[src/rtl/burst_seq_pkg.sv]
package burst_seq_pkg;

    typedef enum logic {
        SEQ_IDLE  = 1'b0,
        SEQ_BURST = 1'b1
    } seq_state_t;

    typedef enum logic {
        ORD_LINEAR      = 1'b0,
        ORD_INTERLEAVED = 1'b1
    } order_t;

endpackage

[src/rtl/burst_seq_fsm.sv]
module burst_seq_fsm
    import burst_seq_pkg::*;
(
    input  logic       clk,
    input  logic       rst_n,
    input  logic       ld,
    input  logic       adv_n,
    output seq_state_t state,
    output logic       beat_clr,
    output logic       beat_inc
);

    seq_state_t state_nxt;

    always_ff @(posedge clk or negedge rst_n) begin
        if (!rst_n) state <= SEQ_IDLE;
        else        state <= state_nxt;
    end

    always_comb begin
        state_nxt = state;
        beat_clr  = 1'b0;
        beat_inc  = 1'b0;
        unique case (state)
            SEQ_IDLE: begin
                if (ld) begin          // START
                    state_nxt = SEQ_BURST;
                    beat_clr  = 1'b1;
                end
            end
            SEQ_BURST: begin
                if (ld) begin          // RESTART
                    beat_clr = 1'b1;
                end else begin         // STEP / HOLD
                    beat_inc = !adv_n;
                end
            end
            default: state_nxt = SEQ_IDLE;
        endcase
    end


    ld_no_step_chk: assert property (@(posedge clk) disable iff (!rst_n)
        ld |-> !beat_inc);

endmodule

[src/rtl/burst_beat_ctr.sv]
module burst_beat_ctr #(
    parameter int CNT_W = 2
) (
    input  logic             clk,
    input  logic             rst_n,
    input  logic             clr,
    input  logic             inc,
    output logic [CNT_W-1:0] beat
);

    localparam logic [CNT_W-1:0] ONE = CNT_W'(1);

    always_ff @(posedge clk or negedge rst_n) begin
        if (!rst_n)   beat <= '0;
        else if (clr) beat <= '0;
        else if (inc) beat <= beat + ONE;
    end


    beat_step_chk: assert property (@(posedge clk) disable iff (!rst_n)
        (inc && !clr) |=> beat == $past(beat) + ONE);


    beat_clear_chk: assert property (@(posedge clk) disable iff (!rst_n)
        clr |=> beat == '0);

endmodule

[src/rtl/burst_order_map.sv]
module burst_order_map #(
    parameter int CNT_W = 2
) (
    input  logic [CNT_W-1:0] start,
    input  logic [CNT_W-1:0] beat,
    input  logic             interleave,
    output logic [CNT_W-1:0] low
);

    logic [CNT_W-1:0] lin_low;
    logic [CNT_W-1:0] xor_low;

    genvar gi;
    generate
        for (gi = 0; gi < CNT_W; gi++) begin : g_xor
            assign xor_low[gi] = start[gi] ^ beat[gi];
        end
    endgenerate

    assign lin_low = start + beat;

    always_comb begin
        low = interleave ? xor_low : lin_low;
    end

endmodule

[src/rtl/burst_addr_seq.sv]
module burst_addr_seq
    import burst_seq_pkg::*;
#(
    parameter int ADDR_W = 16,
    parameter int CNT_W  = 2
) (
    input  logic              clk,
    input  logic              rst_n,
    input  logic              addr_ld,
    input  logic              adv_n,
    input  logic              order_il,
    input  logic [ADDR_W-1:0] base_addr,
    output logic [ADDR_W-1:0] cur_addr
);

    localparam int UP_W = ADDR_W - CNT_W;
    localparam logic [CNT_W-1:0] ONE = CNT_W'(1);

    seq_state_t       state;
    logic             beat_clr;
    logic             beat_inc;
    logic [CNT_W-1:0] beat;
    logic [CNT_W-1:0] start_q;
    logic [UP_W-1:0]  upper_q;
    order_t           order_q;
    logic [CNT_W-1:0] low;

    burst_seq_fsm u_fsm (
        .clk      (clk),
        .rst_n    (rst_n),
        .ld       (addr_ld),
        .adv_n    (adv_n),
        .state    (state),
        .beat_clr (beat_clr),
        .beat_inc (beat_inc)
    );

    burst_beat_ctr #(.CNT_W(CNT_W)) u_ctr (
        .clk   (clk),
        .rst_n (rst_n),
        .clr   (beat_clr),
        .inc   (beat_inc),
        .beat  (beat)
    );

    always_ff @(posedge clk or negedge rst_n) begin
        if (!rst_n) begin
            start_q <= '0;
            upper_q <= '0;
            order_q <= ORD_LINEAR;
        end else if (beat_clr) begin
            start_q <= base_addr[CNT_W-1:0];
            upper_q <= base_addr[ADDR_W-1:CNT_W];
            order_q <= order_t'(order_il);
        end
    end

    burst_order_map #(.CNT_W(CNT_W)) u_map (
        .start      (start_q),
        .beat       (beat),
        .interleave (order_q == ORD_INTERLEAVED),
        .low        (low)
    );

    assign cur_addr = {upper_q, low};


    idle_zero_chk: assert property (@(posedge clk) disable iff (!rst_n)
        (state == SEQ_IDLE) |-> cur_addr == '0);


    load_capture_chk: assert property (@(posedge clk) disable iff (!rst_n)
        addr_ld |=> cur_addr == $past(base_addr));


    hold_chk: assert property (@(posedge clk) disable iff (!rst_n)
        (state == SEQ_BURST && !addr_ld && adv_n) |=> $stable(cur_addr));


    upper_hold_chk: assert property (@(posedge clk) disable iff (!rst_n)
        !addr_ld |=> $stable(cur_addr[ADDR_W-1:CNT_W]));


    linear_step_chk: assert property (@(posedge clk) disable iff (!rst_n)
        (state == SEQ_BURST && !addr_ld && !adv_n && order_q == ORD_LINEAR)
        |=> cur_addr[CNT_W-1:0] == $past(cur_addr[CNT_W-1:0]) + ONE);


    order_hold_chk: assert property (@(posedge clk) disable iff (!rst_n)
        !addr_ld |=> $stable(order_q));

endmodule

[config.mk]
export PLATFORM = sky130hd
export DESIGN_NAME = burst_addr_seq
export DESIGN_NICKNAME = d
export VERILOG_FILES = /design/src/rtl/burst_seq_pkg.sv /design/src/rtl/burst_seq_fsm.sv /design/src/rtl/burst_beat_ctr.sv /design/src/rtl/burst_order_map.sv /design/src/rtl/burst_addr_seq.sv
export SDC_FILE = /design/constraint.sdc
export NUM_CORES = 1
export LEC_CHECK = 0
export BUFFER_PORTS_ARGS = -buffer_cell sky130_fd_sc_hd__clkbuf_2
export CORE_ASPECT_RATIO = 1.2
export CORE_MARGIN = 2
export CORE_UTILIZATION = 30
export DETAILED_ROUTE_END_ITERATION = 8
export PLACE_DENSITY = 0.61
export RECOVER_POWER = 100
export SYNTH_ARGS = -nofsm -noshare
export SYNTH_HDL_FRONTEND = slang
export SYNTH_SLANG_ARGS = --single-unit
[constraint.sdc]
create_clock -name clk -period 2.5 [get_ports clk]
set_input_delay 0.125 -clock clk [delete_from_list [all_inputs] [get_ports clk]]
set_output_delay 0.125 -clock clk [all_outputs]
set_load 0.02 [all_outputs]
==> impl_metrics.json <==
{
  "number_of_remaining_drc_errors": 0,
  "ant_nets": 0,
  "synthDominantCellAreaShare": 0.582,
  "via_count": 521,
  "fillCellCount": 305,
  "cp-start-kind": "register",
  "timing.rr.start": "u_ctr.beat[0]",
  "synth.yosys.seq_area_share": 0.582,
  "fp.coreArea_um2": 2760,
  "yosysWarnings": 0,
  "drt-wirelength-per-cell_um": 11.3,
  "syn_avg_cell_area_um2": 17.2,
  "setup_total_negative_slack_ns": 0,
  "criticalPathCategory": "register to primary output",
  "cellPowerDensity_nw_per_um2": 669,
  "timing.critical_path.to_type": "primary output",
  "die_width_um": 52.9,
  "post_synth_most_frequent_cells": "sky130_fd_sc_hd__dfrtp_1 (20), sky130_fd_sc_hd__mux2_4 (17), sky130_fd_sc_hd__xnor2_1 (3)",
  "cts-htree-levels": 1,
  "drive_gt1_frac": 0.270,
  "number_of_cell_instances_on_the_worst_register_to_register_path": 3,
  "antenna-diode-count": 0,
  "worst-slew-pin-transition_ns": 1.07,
  "dp_hpwl_um": 1030,
  "cts.sink_count": 20,
  "ios": 37,
  "first_global_vias": 548,
  "track_usage": 0.103,
  "numPortBuffers": 36,
  "die_h_um": 62.6,
  "worstPathArrival_ns": 1.42,
  "min_period_ns": 1.54,
  "route.detailed.vias_per_inst": 4.24,
  "crit_end": "cur_addr[1]",
  "max_cap_viol_count": 0,
  "grt_antenna_before_repair": 0,
  "die_outline_area_um2": 3310,
  "grt_start_max_net_pins": 21,
  "dp_cells": 118,
  "r2r_end": "u_ctr.beat[1]",
  "synthCells": 50,
  "maximum_clock_rate_ghz": 0.649,
  "post-synth-top-area-cell": "sky130_fd_sc_hd__dfrtp_1",
  "areaGrowthSynthToFinish_pct": 19.1,
  "final_util": 0.371,
  "finClkSkew_ns": 0.000174,
  "globalRoute.totalOverflow": 0,
  "clockBufferDepth": 2,
  "leakage_uw": 0.000457,
  "synth_nets": 72,
  "outcome": "finished, final reports clean",
  "synth_cell_type_count": 10,
  "hold_path.class": "input pin to register",
  "cp_max_fo": 3,
  "period_share": 0.617,
  "initial_core_util": 0.312,
  "cts.repair_timing.setup_buffer_count": 0,
  "first_pass_grt_wire_length_um": 2490,
  "max_slew_margin": 0.284,
  "most_frequent_cell_after_synthesis": "sky130_fd_sc_hd__dfrtp_1",
  "finalWirelength_um": 1390,
  "syn-cell-area_um2": 860,
  "rows": 21,
  "drt_first_iter_violations": 1,
  "post_layout_nonfiller_instances": 123,
  "reg2reg_setup_slack_ns": 1.61,
  "gp_congestion": 0.670,
  "setup_repair_after_global_routing_missed_its_margin": "false",
  "yosys_register_bits": 20,
  "async_flop_share": 1.00,
  "drv_slew": 0,
  "worst_skew_pair.late_latency_ns": 0.29,
  "synth_enable_flop_cells": 0,
  "worst_setup_path_startpoint": "u_ctr.beat[0]",
  "drt-pass1-iter-count": 2,
  "synthTopCellsByArea": "sky130_fd_sc_hd__dfrtp_1 (58%), sky130_fd_sc_hd__mux2_4 (30%), sky130_fd_sc_hd__xnor2_1 (3.1%)",
  "cts_inserted_buffers": 3,
  "worst_setup_hold_path_clk_slew_ns": 0.11,
  "worst_ir_drop_vdd_mv": 0.256,
  "tritoncts_clock_tree": "done",
  "synth_flop_cell": "sky130_fd_sc_hd__dfrtp_1",
  "cts_root_buf": "sky130_fd_sc_hd__clkbuf_4",
  "nets": 112,
  "setup_viol": 0,
  "worst-endpoint-required_ns": 2.38,
  "finalHoldViolations": 0
}
-- registers in the layout, indices dropped and copies added, names as in the netlist --
signal and count:
u_fsm.state 1, upper_q 14, start_q 2, order_q 1, u_ctr.beat 2
-- power breakdown --
part | switching (uW) | internal [uW]
Combinational | 76.9 | 51.4
Clock | 97.5 | 88.7
Sequential | 16.6 | 354
Total | 191 | 494
-- area by class of cell --
type	count	area, um2	share of cell area
repair buffers	37	168	0.164
clock buffers	4	36.3	0.0355
flip-flops and latches	20	500	0.489
well taps	34	42.5	0.0416
multi-input cells	28	277	0.270
-- layout by cell type, fill, tap and decap left out, drive strengths merged --
cell type,synthesis,layout
clkbuf,0,40
dfrtp,20,20
mux2,17,17
xnor2,3,3
nor2b,2,2
nor2,2,2
or2,1,1
nand3b,1,1
xor2,1,1
ha,1,1
dlygate4sd3,0,1
-- cells by family (layout without fill, tap and decap cells) --
family                     count (synthesis)  after routing  synth area share
DFF                                       20             20             0.582
muxes                                     17             17             0.297
and+or+nand+nor                            6              6            0.0393
xor gates and xnor gates                   4              4            0.0408
buffers and inverters                      2             41            0.0262
adders and majority gates                  1              1            0.0146
-- critical path: stages (launching register included) --
cell and delay, ns:
sky130_fd_sc_hd__dfrtp_1 0.43, sky130_fd_sc_hd__ha_1 0.20, sky130_fd_sc_hd__nor2b_1 0.13, sky130_fd_sc_hd__xnor2_1 0.13, sky130_fd_sc_hd__clkbuf_1 0.24
-- per-stage QoR --
stage	area (um2)	total power [uW]	worst slack, ns	hold slack [ns]
floorplan	860	485	1.30	-0.171
global placement	1060	539	1.36	0.113
detailed placement	1060	542	1.34	0.120
CTS	1110	732	0.993	0.0400
global route	1020	736	0.830	0.0147
finish	1020	685	0.959	0.0355
-- how the worst min path moves through the flow --
stage | cells after the start | startpoint | to | slack (ns)
floorplan | 0 | rst_n | order_q | -0.17
global placement | 1 | rst_n | upper_q[11] | 0.11
detailed placement | 1 | rst_n | upper_q[6] | 0.12
CTS | 2 | base_addr[13] | upper_q[11] | 0.04
global route | 2 | base_addr[7] | upper_q[5] | 0.01
finish | 2 | base_addr[2] | upper_q[0] | 0.04
-- metal layers --
layer / global-route usage / vias up / share of wire
met3: 0.0215 / 0 / 0.071
li1: - / 245 / -
met5: 0 / - / 0
met2: 0.155 / 23 / 0.49
met1: 0.141 / 253 / 0.44
met4: 0.0481 / 0 / 0
-- what timing repair did --
action,in CTS,in global routing
hold buffers,1,0
endpoints found under the hold margin,20,0
gates resized for setup,0,0
(Power assumes the default switching activity.)
